### src/rtl/pt_walker_pkg.sv
package pt_walker_pkg;

  typedef enum logic [2:0] {
    WS_IDLE,
    WS_TOP_REQ,
    WS_TOP_WAIT,
    WS_LEAF_REQ,
    WS_LEAF_WAIT,
    WS_RESP
  } walk_state_t;

  localparam logic [1:0] LVL_NONE = 2'd0;
  localparam logic [1:0] LVL_TOP  = 2'd1;
  localparam logic [1:0] LVL_LEAF = 2'd2;

endpackage

### src/rtl/pt_va_split.sv
module pt_va_split #(
  parameter int L1_W  = 10,
  parameter int L2_W  = 10,
  parameter int OFF_W = 12
) (
  input  logic [L1_W+L2_W+OFF_W-1:0] va_i,
  output logic [L1_W-1:0]            top_idx_o,
  output logic [L2_W-1:0]            leaf_idx_o,
  output logic [OFF_W-1:0]           off_o
);
  localparam int VA_W = L1_W + L2_W + OFF_W;

  assign top_idx_o  = va_i[VA_W-1 -: L1_W];
  assign leaf_idx_o = va_i[OFF_W +: L2_W];
  assign off_o      = va_i[OFF_W-1:0];
endmodule

### src/rtl/pt_slot_addr.sv
module pt_slot_addr #(
  parameter int AW        = 32,
  parameter int IDX_W     = 10,
  parameter int SLOT_LOG2 = 2
) (
  input  logic [AW-1:0]    base_i,
  input  logic [IDX_W-1:0] idx_i,
  output logic [AW-1:0]    addr_o
);
  // Byte address of entry idx in a table of 2**SLOT_LOG2-byte entries.
  function automatic logic [AW-1:0] slot_of(input logic [AW-1:0] base,
                                            input logic [IDX_W-1:0] idx);
    logic [AW-1:0] wide;
    wide = {{(AW-IDX_W){1'b0}}, idx};
    return base + (wide << SLOT_LOG2);
  endfunction

  assign addr_o = slot_of(base_i, idx_i);
endmodule

### src/rtl/pt_entry_decode.sv
module pt_entry_decode #(
  parameter int PTE_W = 32,
  parameter int OFF_W = 12
) (
  input  logic [PTE_W-1:0]       pte_i,
  output logic                   present_o,
  output logic [PTE_W-OFF_W-1:0] frame_o,
  output logic [PTE_W-1:0]       frame_base_o
);
  logic unused_attr;

  assign present_o    = pte_i[0];
  assign frame_o      = pte_i[PTE_W-1:OFF_W];
  assign frame_base_o = {pte_i[PTE_W-1:OFF_W], {OFF_W{1'b0}}};
  assign unused_attr  = ^pte_i[OFF_W-1:1];
endmodule

### src/rtl/pt_walker.sv
module pt_walker
  import pt_walker_pkg::*;
#(
  parameter int L1_W  = 10,
  parameter int L2_W  = 10,
  parameter int OFF_W = 12,
  parameter int PTE_W = 32
) (
  input  logic                      clk,
  input  logic                      rst_n,
  input  logic                      req_valid,
  output logic                      req_ready,
  input  logic [L1_W+L2_W+OFF_W-1:0] req_vaddr,
  input  logic [PTE_W-1:0]          req_root,
  input  logic                      req_write,
  output logic                      mem_req,
  input  logic                      mem_gnt,
  output logic [PTE_W-1:0]          mem_addr,
  input  logic                      mem_rvalid,
  input  logic [PTE_W-1:0]          mem_rdata,
  output logic                      resp_valid,
  output logic [PTE_W-1:0]          resp_paddr,
  output logic                      resp_fault,
  output logic [1:0]                resp_fault_level,
  output logic                      resp_write
);
  localparam int VA_W      = L1_W + L2_W + OFF_W;
  localparam int AW        = PTE_W;
  localparam int FRAME_W   = PTE_W - OFF_W;
  localparam int SLOT_LOG2 = $clog2(PTE_W / 8);
  localparam int N_LVL     = 2;

  function automatic logic [AW-1:0] join_paddr(input logic [FRAME_W-1:0] frame,
                                               input logic [OFF_W-1:0] off);
    return {frame, off};
  endfunction

  walk_state_t state_q, state_d;
  logic [VA_W-1:0]   va_q;
  logic [AW-1:0]     root_q;
  logic              wr_q;
  logic [AW-1:0]     leaf_base_q;
  logic [AW-1:0]     paddr_q;
  logic              fault_q;
  logic [1:0]        level_q;

  logic [L1_W-1:0]    top_idx;
  logic [L2_W-1:0]    leaf_idx;
  logic [OFF_W-1:0]   page_off;
  logic               pte_present;
  logic [FRAME_W-1:0] pte_frame;
  logic [AW-1:0]      pte_base;
  logic [AW-1:0]      slot_addr [N_LVL];

  // Named events for the assertions.
  logic walk_accept, top_done, leaf_done, top_fault_ev, leaf_fault_ev, leaf_issue_ev;
  logic in_wait;

  pt_va_split #(.L1_W(L1_W), .L2_W(L2_W), .OFF_W(OFF_W)) u_split (
    .va_i(va_q), .top_idx_o(top_idx), .leaf_idx_o(leaf_idx), .off_o(page_off)
  );

  pt_entry_decode #(.PTE_W(PTE_W), .OFF_W(OFF_W)) u_decode (
    .pte_i(mem_rdata), .present_o(pte_present), .frame_o(pte_frame), .frame_base_o(pte_base)
  );

  genvar g;
  for (g = 0; g < N_LVL; g++) begin : g_lvl
    localparam int IW = (g == 0) ? L1_W : L2_W;
    logic [IW-1:0] idx;
    logic [AW-1:0] base;
    if (g == 0) begin : g_top
      assign idx  = top_idx;
      assign base = root_q;
    end else begin : g_leaf
      assign idx  = leaf_idx;
      assign base = leaf_base_q;
    end
    pt_slot_addr #(.AW(AW), .IDX_W(IW), .SLOT_LOG2(SLOT_LOG2)) u_slot (
      .base_i(base), .idx_i(idx), .addr_o(slot_addr[g])
    );
  end

  assign walk_accept   = req_valid && req_ready;
  assign top_done      = (state_q == WS_TOP_WAIT) && mem_rvalid;
  assign leaf_done     = (state_q == WS_LEAF_WAIT) && mem_rvalid;
  assign top_fault_ev  = top_done && !pte_present;
  assign leaf_fault_ev = leaf_done && !pte_present;
  assign leaf_issue_ev = top_done && pte_present;
  assign in_wait       = (state_q == WS_TOP_WAIT) || (state_q == WS_LEAF_WAIT);

  always_comb begin
    state_d = state_q;
    unique case (state_q)
      WS_IDLE:      if (walk_accept) state_d = WS_TOP_REQ;
      WS_TOP_REQ:   if (mem_gnt) state_d = WS_TOP_WAIT;
      WS_TOP_WAIT:  if (mem_rvalid) state_d = pte_present ? WS_LEAF_REQ : WS_RESP;
      WS_LEAF_REQ:  if (mem_gnt) state_d = WS_LEAF_WAIT;
      WS_LEAF_WAIT: if (mem_rvalid) state_d = WS_RESP;
      WS_RESP:      state_d = WS_IDLE;
      default:      state_d = WS_IDLE;
    endcase
  end

  always_ff @(posedge clk or negedge rst_n) begin
    if (!rst_n) begin
      state_q     <= WS_IDLE;
      va_q        <= '0;
      root_q      <= '0;
      wr_q        <= 1'b0;
      leaf_base_q <= '0;
      paddr_q     <= '0;
      fault_q     <= 1'b0;
      level_q     <= LVL_NONE;
    end else begin
      state_q <= state_d;
      if (walk_accept) begin
        va_q   <= req_vaddr;
        root_q <= req_root;
        wr_q   <= req_write;
      end
      if (leaf_issue_ev) leaf_base_q <= pte_base;
      if (top_fault_ev) begin
        paddr_q <= '0;
        fault_q <= 1'b1;
        level_q <= LVL_TOP;
      end else if (leaf_fault_ev) begin
        paddr_q <= '0;
        fault_q <= 1'b1;
        level_q <= LVL_LEAF;
      end else if (leaf_done) begin
        paddr_q <= join_paddr(pte_frame, page_off);
        fault_q <= 1'b0;
        level_q <= LVL_NONE;
      end
    end
  end

  assign req_ready        = (state_q == WS_IDLE);
  assign mem_req          = (state_q == WS_TOP_REQ) || (state_q == WS_LEAF_REQ);
  assign mem_addr         = ((state_q == WS_TOP_REQ) || (state_q == WS_TOP_WAIT)) ? slot_addr[0] :
                            ((state_q == WS_LEAF_REQ) || (state_q == WS_LEAF_WAIT)) ? slot_addr[1] : '0;
  assign resp_valid       = (state_q == WS_RESP);
  assign resp_paddr       = paddr_q;
  assign resp_fault       = fault_q;
  assign resp_fault_level = level_q;
  assign resp_write       = wr_q;

  AST_IDLE_AFTER_RESET: assert property (@(posedge clk) disable iff (!rst_n)
    $rose(rst_n) |-> req_ready && !mem_req);
  AST_NO_ACCEPT_BUSY: assert property (@(posedge clk) disable iff (!rst_n)
    resp_valid |-> !req_ready);
  AST_ACCEPT_STARTS_READ: assert property (@(posedge clk) disable iff (!rst_n)
    walk_accept |=> mem_req && !req_ready);
  AST_TOP_FAULT_STOPS: assert property (@(posedge clk) disable iff (!rst_n)
    top_fault_ev |=> !mem_req && resp_valid && resp_fault_level == LVL_TOP);
  AST_LEAF_FOLLOWS: assert property (@(posedge clk) disable iff (!rst_n)
    leaf_issue_ev |=> mem_req && !resp_valid);
  AST_LEAF_FAULT_LVL: assert property (@(posedge clk) disable iff (!rst_n)
    leaf_fault_ev |=> resp_valid && resp_fault && resp_fault_level == LVL_LEAF);
  AST_REQ_HELD: assert property (@(posedge clk) disable iff (!rst_n)
    mem_req && !mem_gnt |=> mem_req && $stable(mem_addr));
  AST_ADDR_HELD_WAIT: assert property (@(posedge clk) disable iff (!rst_n)
    in_wait && !mem_rvalid |=> !mem_req && $stable(mem_addr));
  AST_RESP_PULSE: assert property (@(posedge clk) disable iff (!rst_n)
    resp_valid |=> !resp_valid);
  AST_FAULT_CODE: assert property (@(posedge clk) disable iff (!rst_n)
    resp_valid && resp_fault |-> resp_paddr == '0 && resp_fault_level != LVL_NONE);
  AST_OK_CODE: assert property (@(posedge clk) disable iff (!rst_n)
    resp_valid && !resp_fault |-> resp_fault_level == LVL_NONE);
  AST_FIELDS_LATCHED: assert property (@(posedge clk) disable iff (!rst_n)
    !req_ready && !$past(walk_accept) |-> $stable(resp_write));
endmodule

### config.mk
export PLATFORM = sky130hd
export DESIGN_NAME = pt_walker
export DESIGN_NICKNAME = d
export VERILOG_FILES = /design/src/rtl/pt_walker_pkg.sv /design/src/rtl/pt_va_split.sv /design/src/rtl/pt_slot_addr.sv /design/src/rtl/pt_entry_decode.sv /design/src/rtl/pt_walker.sv
export SDC_FILE = /design/constraint.sdc
export NUM_CORES = 1
export LEC_CHECK = 0
export BUFFER_PORTS_ARGS = -buffer_cell sky130_fd_sc_hd__buf_2
export CORE_UTILIZATION = 30
export CTS_BUF_LIST = sky130_fd_sc_hd__clkbuf_8
export DETAILED_ROUTE_END_ITERATION = 12
export PLACE_DENSITY_LB_ADDON = 0.15
export SLEW_MARGIN = 20
export SYNTH_ARGS = -nofsm -noshare
export SYNTH_HDL_FRONTEND = slang
export SYNTH_HIERARCHICAL = 1
export SYNTH_SLANG_ARGS = --single-unit
export TNS_END_PERCENT = 1
### constraint.sdc
create_clock -name clk -period 2.81 [get_ports clk]
set_input_delay 0.281 -clock clk [delete_from_list [all_inputs] [get_ports clk]]
set_output_delay 0.281 -clock clk [all_outputs]
set_load 0.1 [all_outputs]
==> out/metrics.csv, run 1 <==
stage;metric;value;unit
synth;synthesized area per cell;11.6;µm²
worst_hold_path;hold path start;req_vaddr[1];
cts;H-tree level count;4;
place;Placer Congestion;0.804;
global_routing;initial antenna violation count;0;
synth;Synth Flop Type;dfrtp_1;
floorplan;cell row count;59;
synth;Yosys top cell area share;42.3;%
layout;layout cells sized above 1;44.3;%
cts;Clock Tree Buf Depth;2;
synth;synthesized cell area;7990;µm²
route;final wirelength;19100;µm
layout;FILL cells;2579;
cts;clk_lat worst skew;0.45;ns
sta;relative slew slack;47.8;%
global_routing;largest net degree at the start of global routing;83;
worst_setup_path;flop2flop setup slack;0.66;ns
sta;final setup violation count;23;
sta;Hold Fails Final Rpt;0;
route;WL per Instance;16.9;µm
global_routing;GRT Total Usage;14.7;%
route;DR vias;5320;
global_routing;first-pass GRT wire length;30100;µm
worst_setup_path;CP required;2.53;ns
sta;fin. max-slew vios;0;
synth;Synth Instances;689;
sta;final worst path period share;119;%
sta;Tightest Pin Transition;0.783;ns
cts;Root Driver;clkbuf_8;
synth;#FFs+latches synth;135;
global_routing;Remaining Overflow, GRT;0;
sta;RSZ-0062 raised after global routing;yes;
run_status;status;finished with violations;
worst_setup_path;Reg2Reg Depth;4;
floorplan;die area;27300;µm²
place;Detail Placement HPWL;13900;µm
sta;Post-Route Skew;0.0171;ns
synth;Area contributors post-synth;dfrtp_1 (42%), mux2_2 (9.4%), buf_4 (8.4%);
synth;Synth cell types;56;
layout;antenna cell count;0;
worst_hold_path;worst-case hold path end point;va_q[1];
synth;Async SR Flop Fraction;100;%
worst_setup_path;arrival time worst endpoint;3.06;ns
place;number of I/O port buffers;161;
synth;EDFF count, synth;0;
global_routing;vias in the first global route;5435;
worst_hold_path;worst hold path class;in -> reg;
sta;fmax;300;MHz
floorplan;io pins;173;
flow_run;Max-cap violations;0;
worst_setup_path;CP Class;reg -> out;
layout;final net count;908;
route;Routed Antenna Nets;0;
route;DR iter-0 viols;187;
place;pre-CTS WS;-0.267;ns
worst_setup_path;CP Capture Type;output pin;
run_status;failing checks;negative setup slack;
cts;CTS tree;built;
cts;Worst-path clk slew;0.09;ns
sta;post-layout min period;3.34;ns
synth;YS warnings;6;
floorplan;core footprint;26100;µm²
floorplan;initial core utilization;30.7;%
route;drt drc;0;
sta;final worst slack;-0.526;ns
worst_setup_path;CP max FO;5;
worst_setup_path;Critical Path Start Type;flop;
synth;post-synthesis sequential area ratio;42.3;%
worst_setup_path;RR Endpoint;g_lvl[1].base[7];
cts;sinks on the clock net;135;
floorplan;Die Height;165;µm
floorplan;die width;165;µm
synth;largest area contributor in the netlist;dfrtp_1;
layout;P&R area growth vs syn;20.0;%
route;vias per inst;4.70;
worst_hold_path;worst hold path depth;2;
route;Pre-antenna DRT Iters;5;
worst_setup_path;Critical R2R Launch;state_q[0];
cts;CTS Buf Count;17;
[metal layers]
layer / part of all wire (%) / global-route usage [%] / vias to the layer above
li1: - / - / 2564
met1: 50 / 20.8 / 2609
met2: 45 / 22.1 / 134
met3: 4.7 / 3.52 / 13
met4: 0.97 / 3.71 / 0
met5: 0 / 0 / -
[synth_stat cells, drive strengths merged, types with 3 or more instances]
library cell	instances
nand2	21
nand2b	6
o21ai	13
nor2b	3
xnor2	33
inv	14
clkbuf	9
and4	8
mux2	97
buf	116
a21oi	19
a22o	65
nor2	19
nor3	10
xor2	23
nand4	14
a21o	9
nand3	13
dfrtp	135
ha	20
[layout make-up]
| type | instances | area, µm² | share of cell area (%) |
|---|---|---|---|
| multi-input cells | 427 | 3830 | 39.9 |
| repair buffers | 189 | 1550 | 16.2 |
| clock inverters | 15 | 121 | 1.27 |
| well taps | 335 | 419 | 4.37 |
| inverters | 14 | 52.6 | 0.548 |
| clock buffers | 17 | 234 | 2.44 |
| flip-flops and latches | 135 | 3380 | 35.3 |
[how the worst max path moves through the flow]
stage	start	to	slack, ns	depth (start not counted)
global route	g_lvl[0].base[2]	mem_addr[26]	-0.72	12
global placement	g_lvl[0].base[2]	mem_addr[26]	-0.18	11
CTS	g_lvl[0].base[2]	mem_addr[26]	-0.60	12
floorplan	va_q[12]	mem_addr[30]	-0.27	12
finish	g_lvl[0].base[2]	mem_addr[30]	-0.53	12
detailed placement	g_lvl[0].base[2]	mem_addr[26]	-0.27	11
[logic make-up after synthesis]
| logic type | count (synthesis) | share of synthesized area, % |
|---|---|---|
| multiplexers | 98 | 15.2 |
| flip-flops | 135 | 42.3 |
| other | 1 | 0.0469 |
| AO/OA/AOI/OAI | 126 | 12.5 |
| XOR/XNOR | 56 | 6.14 |
| adder cells (fa/ha/maj) | 22 | 3.63 |
| buffers and inverters | 139 | 12.0 |
| AND/OR/NAND/NOR | 112 | 8.21 |
[registers in the layout (all words and copies together) (netlist names)]
register / cells
resp_fault_level: 2
state_q: 3
resp_fault: 1
resp_paddr: 32
resp_write: 1
va_q: 32
g_lvl.base: 64
[worst max-delay path: stages, from the launching register on]
cell       delay (ns)
dfrtp_1          0.37
ha_2             0.20
inv_2            0.04
fa_2             0.34
and2b_1          0.24
o2111ai_2        0.13
a21oi_2          0.26
o41a_1           0.18
buf_6            0.13
nand4_1          0.11
xnor2_1          0.22
a22o_1           0.20
buf_12           0.18
[metrics by stage]
stage                     cell area (µm²)  utilization, %  std cells  TNS (ns)  hold slack [ns]
after floorplan                      8030               -        700     -5.23          -0.0146
after global placement               9070            34.8       1094     -1.19            0.394
after detailed placement             9070            34.8       1094     -1.72            0.409
after CTS                            9500            36.5       1129     -9.44           0.0146
after global routing                 9580            36.8       1132    -13.05           0.0210
final                                9580            36.8       1132     -8.24           0.0570
[what timing repair did]
action / in CTS / in global routing
pin swaps: 11 / 7
hold buffers: 1 / 0
endpoints found under the hold margin: 79 / 0
cloned: 1 / 0
setup endpoints to repair: 27 / 32
setup buffers: 1 / 3
resized for setup: 8 / 12
[placed cells by master (no fill, tap or decap), types with 3 or more instances in the layout]
master      n
dfrtp_1   134
buf_2     128
mux2_2     67
a22o_1     64
buf_12     35
mux2_4     30
xnor2_1    27
xor2_1     22
buf_4      22
nand2_1    20
ha_1       19
nor2_1     18
clkbuf_8   17
a21oi_1    15
inv_1      14
nand4_1    14
conb_1     12
o21ai_0    11
nand3_1    11
nor3_1      8
a21o_1      8
and4_1      6
xnor2_2     6
nand2b_1    5
inv_6       4
clkinv_4    4
a21oi_2     4
o41a_1      3
buf_6       3
Power of run 1 is left out: the tool's default activity adds up to more than one toggle a clock period on the data nets, which glitch-free logic cannot reach.
==> run 2: changes to the inputs <==
--- a/config.mk
+++ b/config.mk
@@ -7,7 +7,6 @@
 export LEC_CHECK = 0
 export BUFFER_PORTS_ARGS = -buffer_cell sky130_fd_sc_hd__buf_2
 export CORE_UTILIZATION = 30
-export CTS_BUF_LIST = sky130_fd_sc_hd__clkbuf_8
 export DETAILED_ROUTE_END_ITERATION = 12
 export PLACE_DENSITY_LB_ADDON = 0.15
 export SLEW_MARGIN = 20
==> run 2 against run 1 <==
  * The flow still finishes with violations (negative setup slack)
  * Clock-buffer cell count is 1 higher
  * Die area stayed put
  * Non-clock buffer count stayed put
  * Cell area is 2.0% higher
  * Critical path type unchanged
  * Largest cell class unchanged
==> out/metrics.csv, run 2 (synthesized netlist as in run 1, its figures left out) <==
stage;metric;value;unit;change
place;Placed Cells;1094;;unchanged
layout;layout cells sized above 1;44.3;%;unchanged
cts;Worst-path clk slew;0.07;ns;-0.02 ns
sta;final hold slack;0.0867;ns;+0.0297 ns
sta;Hold Fails Final Rpt;0;;unchanged
worst_setup_path;Critical Path Start Type;flop;;
run_status;status;finished with violations;;
global_routing;initial antenna violation count;0;;unchanged
place;pre-CTS WS;-0.267;ns;unchanged
floorplan;die width;165;µm;unchanged
cts;clk_lat worst skew;0.42;ns;-0.03 ns
run_status;failing checks;negative setup slack;;
worst_setup_path;slowest CP cell;dfrtp_1;;
layout;post-route insts no fill;1132;;unchanged
worst_setup_path;CP Cell Sequence;ha_2 > inv_2 > fa_2 > and2b_1 > o2111ai_2 > a21oi_2 > o41a_1 > buf_6 > nand4b_1 > xnor2_2 > a22o_1 > buf_12;;
route;WL per Instance;16.9;µm;-0.15%
sta;final setup violation count;23;;unchanged
place;number of I/O port buffers;161;;unchanged
sta;post-layout min period;3.30;ns;-0.0390 ns
global_routing;met2 global-route usage;22.2;%;+0.11 points
sta;fin. max-slew vios;0;;unchanged
layout;FILL cells;2556;;-0.89%
sta;RSZ-0062 raised after global routing;yes;;
route;DR iter-0 viols;172;;-8.0%
global_routing;GR Util met1;20.8;%;-0.063 points
sta;setup_tns;-7.49;ns;+0.755 ns
floorplan;core footprint;26100;µm²;unchanged
cts;CTS tree;built;;
route;DR vias;5290;;-0.56%
worst_setup_path;CP required;2.53;ns;about the same
floorplan;initial core utilization;30.7;%;unchanged
layout;most common cell after layout, fill and taps aside;dfrtp_1;;
route;final wirelength;19100;µm;-0.15%
route;Pre-antenna DRT Iters;4;;-1
sta;Post-Route Skew;0.0132;ns;-0.00384 ns
floorplan;die area;27300;µm²;unchanged
global_routing;largest net degree at the start of global routing;83;;unchanged
place;Detail Placement HPWL;13900;µm;unchanged
worst_setup_path;arrival time worst endpoint;3.02;ns;-0.04 ns
worst_setup_path;CP max FO;5;;unchanged
worst_setup_path;CP Capture Type;output pin;;
cts;Root Driver;clkbuf_16;;
floorplan;Die Height;165;µm;unchanged
floorplan;cell row count;59;;unchanged
cts;H-tree level count;4;;unchanged
global_routing;GRT Total Usage;14.6;%;-0.022 points
route;Routed Antenna Nets;0;;unchanged
route;drt drc;0;;unchanged
global_routing;first-pass GRT wire length;30100;µm;about the same
cts;sinks on the clock net;135;;unchanged
global_routing;Remaining Overflow, GRT;0;;unchanged
layout;antenna cell count;0;;unchanged
cts;CTS Buf Count;17;;unchanged
layout;max reg flops;64;;unchanged
sta;final worst slack;-0.487;ns;+0.0390 ns
worst_setup_path;CP Class;reg -> out;;
sta;fmax;303;MHz;+1.2%
sta;relative slew slack;48.3;%;+0.55 points
sta;final worst path period share;117;%;-1.4 points
global_routing;vias in the first global route;5451;;+0.29%
layout;P&R area growth vs syn;22.3;%;
layout;commonest non-fill, non-tap cells in the layout;dfrtp_1 (134), buf_2 (128), mux2_2 (67);;
place;Placer Congestion;0.804;;unchanged
worst_hold_path;worst hold path class;in -> reg;;
flow_run;Max-cap violations;0;;unchanged
layout;Reg area;3380;µm²;unchanged
worst_setup_path;Worst path max stage delay;0.36;ns;about the same
cts;Clock Tree Buf Depth;2;;unchanged
route;vias per inst;4.67;;-0.56%
worst_setup_path;flop2flop setup slack;0.66;ns;about the same
sta;Tightest Pin Transition;0.775;ns;-0.00820 ns
floorplan;io pins;173;;unchanged
layout;final net count;908;;unchanged
global_routing;met3 GRT Util;3.52;%;unchanged
layout;Multi-input gate area;3820;µm²;about the same
global_routing;gr busiest metal;met2;;
[run 2: worst max-delay path, delay by kind of cell (launching register included)]
kind	cells	cell delay, ns
buffers and inverters	3	0.35
AND/OR/NAND/NOR	2	0.38
XOR/XNOR	1	0.19
flip-flops	1	0.36
AO/OA/AOI/OAI	4	0.78
adder cells (fa/ha/maj)	2	0.54
[run 2: repair_timing]
action                                  in CTS  in global routing
hold endpoints to repair                    79                  0
buffers inserted                             1                  3
endpoints found under the setup margin      23                 32
hold buffers                                 1                  0
gates cloned                                 1                  0
pin swaps                                   10                  4
gates resized for setup                      8                 12
[run 2: final timing paths]
check / to / depth (start not counted) / startpoint
max: mem_addr[26] / 12 / g_lvl[0].base[2]
min: va_q[1] / 2 / req_vaddr[1]
max reg2reg: g_lvl[1].base[6] / 4 / state_q[0]
min reg2reg: resp_paddr[3] / 1 / va_q[3]
max in group asynchronous: va_q[24] / 3 / rst_n
min in group asynchronous: g_lvl[0].base[28] / 2 / rst_n
[run 2: through the flow]
stage / util, % / instance area (µm²)
floorplan: - / 8030
global placement: 34.8 / 9070
detailed placement: 34.8 / 9070
CTS: 37.2 / 9690
global route: 37.5 / 9770
finish: 37.5 / 9770
[run 2: area by class of cell]
| cell class | instances | area share (%) |
|---|---|---|
| multi-input cells | 427 | 39.1 |
| inverters | 14 | 0.538 |
| clock buffers | 18 | 4.39 |
| repair buffers | 189 | 15.9 |
| clock inverters | 14 | 1.20 |
| well taps | 335 | 4.29 |
| flip-flops and latches | 135 | 34.6 |
[run 2: per-layer routing]
| layer | routed length (µm) | vias up |
|---|---|---|
| met1 | 9450 | 2576 |
| li1 | - | 2573 |
| met4 | 173 | 0 |
| met3 | 936 | 10 |
| met5 | 0 | - |
| met2 | 8520 | 131 |
Power of run 2 is left out for the same reason.
==> run 3: changes to the inputs <==
--- a/config.mk
+++ b/config.mk
@@ -6,7 +6,7 @@
 export NUM_CORES = 1
 export LEC_CHECK = 0
 export BUFFER_PORTS_ARGS = -buffer_cell sky130_fd_sc_hd__buf_2
-export CORE_UTILIZATION = 30
+export CORE_UTILIZATION = 56
 export DETAILED_ROUTE_END_ITERATION = 12
 export PLACE_DENSITY_LB_ADDON = 0.15
 export SLEW_MARGIN = 20
==> run 3 against run 2 <==
  * The flow still finishes with violations (negative setup slack)
  * Largest cell class unchanged
  * Wire length decreased by 2.4%
  * Setup slack got worse by 0.17 ns
  * Critical path type unchanged
  * Worst hold slack about the same
  * Highest routed layer unchanged
==> out/metrics.csv, run 3 (synthesized netlist as in run 1, its figures left out) <==
stage;metric;value;unit;change
worst_setup_path;CP Capture Type;output pin;;
worst_setup_path;CP required;2.53;ns;about the same
place;number of I/O port buffers;161;;unchanged
global_routing;Remaining Overflow, GRT;0;;unchanged
route;Routed Antenna Nets;0;;unchanged
layout;P&R area growth vs syn;20.2;%;
place;Detail Placement HPWL;12700;µm;-8.5%
floorplan;io pins;173;;unchanged
route;DR iter-0 viols;401;;+130%
global_routing;GRT Total Usage;26.8;%;+12 points
worst_setup_path;Reg2Reg Depth;4;;unchanged
layout;antenna cell count;0;;unchanged
sta;RSZ-0062 raised after global routing;yes;;
worst_hold_path;hold path start;req_vaddr[4];;
floorplan;Die Height;121;µm;-26%
cts;Worst-path clk slew;0.06;ns;about the same
sta;fmax;288;MHz;-5.0%
worst_setup_path;RR Endpoint;g_lvl[1].base[2];;
worst_setup_path;flop2flop setup slack;0.66;ns;about the same
sta;Hold Fails Final Rpt;0;;unchanged
sta;Tightest Pin Transition;0.630;ns;-0.145 ns
flow_run;Max-cap violations;0;;unchanged
global_routing;initial antenna violation count;0;;unchanged
floorplan;initial core utilization;57.6;%;+27 points
sta;relative slew slack;57.9;%;+9.5 points
worst_setup_path;CP Class;reg -> out;;
worst_setup_path;Critical R2R Launch;state_q[0];;
route;vias per inst;5.71;;+22%
place;Placer Congestion;0.831;;+3.4%
sta;Post-Route Skew;0.00443;ns;-0.00879 ns
cts;sinks on the clock net;135;;unchanged
cts;Root Driver;clkbuf_16;;
sta;fin. max-slew vios;0;;unchanged
route;Pre-antenna DRT Iters;5;;+1
floorplan;die area;14700;µm²;-46%
run_status;status;finished with violations;;
route;final wirelength;18600;µm;-2.4%
layout;max reg flops;64;;unchanged
worst_setup_path;CP max FO;3;;-2
floorplan;cell row count;43;;-27%
cts;Clock Tree Buf Depth;2;;unchanged
sta;final worst path period share;124;%;+6.2 points
layout;commonest non-fill, non-tap cells in the layout;dfrtp_1 (134), buf_2 (134), mux2_2 (67);;
cts;clk_lat worst skew;0.42;ns;about the same
layout;Finished Core Util;69.2;%;+32 points
place;pre-CTS WS;-0.189;ns;+0.0789 ns
cts;H-tree level count;4;;unchanged
global_routing;first-pass GRT wire length;29800;µm;-1.2%
sta;final worst slack;-0.661;ns;-0.174 ns
worst_setup_path;arrival time worst endpoint;3.19;ns;+0.17 ns
cts;CTS tree;built;;
route;WL per Instance;19.0;µm;+12%
worst_hold_path;worst hold path class;in -> reg;;
sta;final setup violation count;25;;+8.7%
worst_setup_path;critical path launch point;va_q[12];;
floorplan;die width;121;µm;-26%
layout;layout cells sized above 1;44.1;%;-0.15 points
route;DR vias;5608;;+6.0%
global_routing;largest net degree at the start of global routing;63;;-24%
floorplan;core footprint;13900;µm²;-47%
worst_setup_path;Critical Path Start Type;flop;;
cts;CTS Buf Count;17;;unchanged
route;drt drc;0;;unchanged
global_routing;vias in the first global route;5674;;+4.1%
worst_setup_path;CP endpoint;mem_addr[28];;
sta;post-layout min period;3.47;ns;+0.174 ns
run_status;failing checks;negative setup slack;;
layout;final net count;913;;+0.55%
==> run 3: changes by cell type in the layout (fill, tap and decap cells not counted), moves of 4 or more <==
cell and change:
bufinv_16 +4, buf_2 +6, xnor2_2 -5, xnor2_1 +5, inv_6 -4, buf_12 -7
==> run 3: metrics by stage <==
| stage | hold WS [ns] | area (µm²) | setup TNS [ns] | instances |
|---|---|---|---|---|
| final | 0.0868 | 9600 | -10.21 | 982 |
| after global routing | 0.0750 | 9600 | -13.09 | 982 |
| after CTS | 0.0755 | 9500 | -9.14 | 977 |
| after detailed placement | 0.289 | 8730 | -1.60 | 937 |
| after global placement | 0.286 | 8730 | -0.930 | 937 |
| after floorplan | -0.0146 | 8030 | -5.23 | 700 |
==> run 3: critical path, stage by stage, from the launching register on <==
cell and delay (ns):
dfrtp_1 0.39, ha_2 0.20, inv_2 0.06, fa_2 0.21
and2b_2 0.25, o2111ai_4 0.21, a21oi_2 0.10, buf_4 0.15
o41a_1 0.34, buf_4 0.17, buf_6 0.11, nand2_2 0.06
xnor2_1 0.12, a22o_1 0.23, buf_12 0.19
==> run 3: what timing repair did <==
action	4_1_cts	5_1_grt
hold buffers	1	0
buffers inserted	5	5
setup endpoints to repair	25	32
resized for setup	15	17
cloned	2	0
pin swaps	16	12
endpoints found under the hold margin	60	0
==> run 3: how the worst min path moves through the flow <==
stage / cells after the start / endpoint
2_1_floorplan: 0 / g_lvl[0].base[0]
3_3_place_gp: 1 / va_q[23]
3_5_place_dp: 1 / va_q[24]
4_1_cts: 2 / va_q[21]
5_1_grt: 2 / g_lvl[0].base[21]
6_report: 2 / va_q[4]
==> run 3: area by class of cell <==
class,count,area (µm²)
clock buffer,21,470
clock inverter,11,171
fill,1007,4280
inverter,14,52.6
multi-input combinational,428,3820
sequential,135,3380
tap,180,225
timing repair buffer,193,1490
==> run 3: metal layers <==
| metal | share of wire [%] | vias up | track usage, % | wire length (µm) |
|---|---|---|---|---|
| met3 | 5.4 | 24 | 6.02 | 1010 |
| met1 | 45 | 2799 | 35.5 | 8380 |
| met2 | 48 | 195 | 43.2 | 8960 |
| met4 | 1.5 | 0 | 9.03 | 279 |
| li1 | - | 2590 | - | - |
| met5 | 0 | - | 0 | 0 |
Power of run 3 is left out for the same reason.
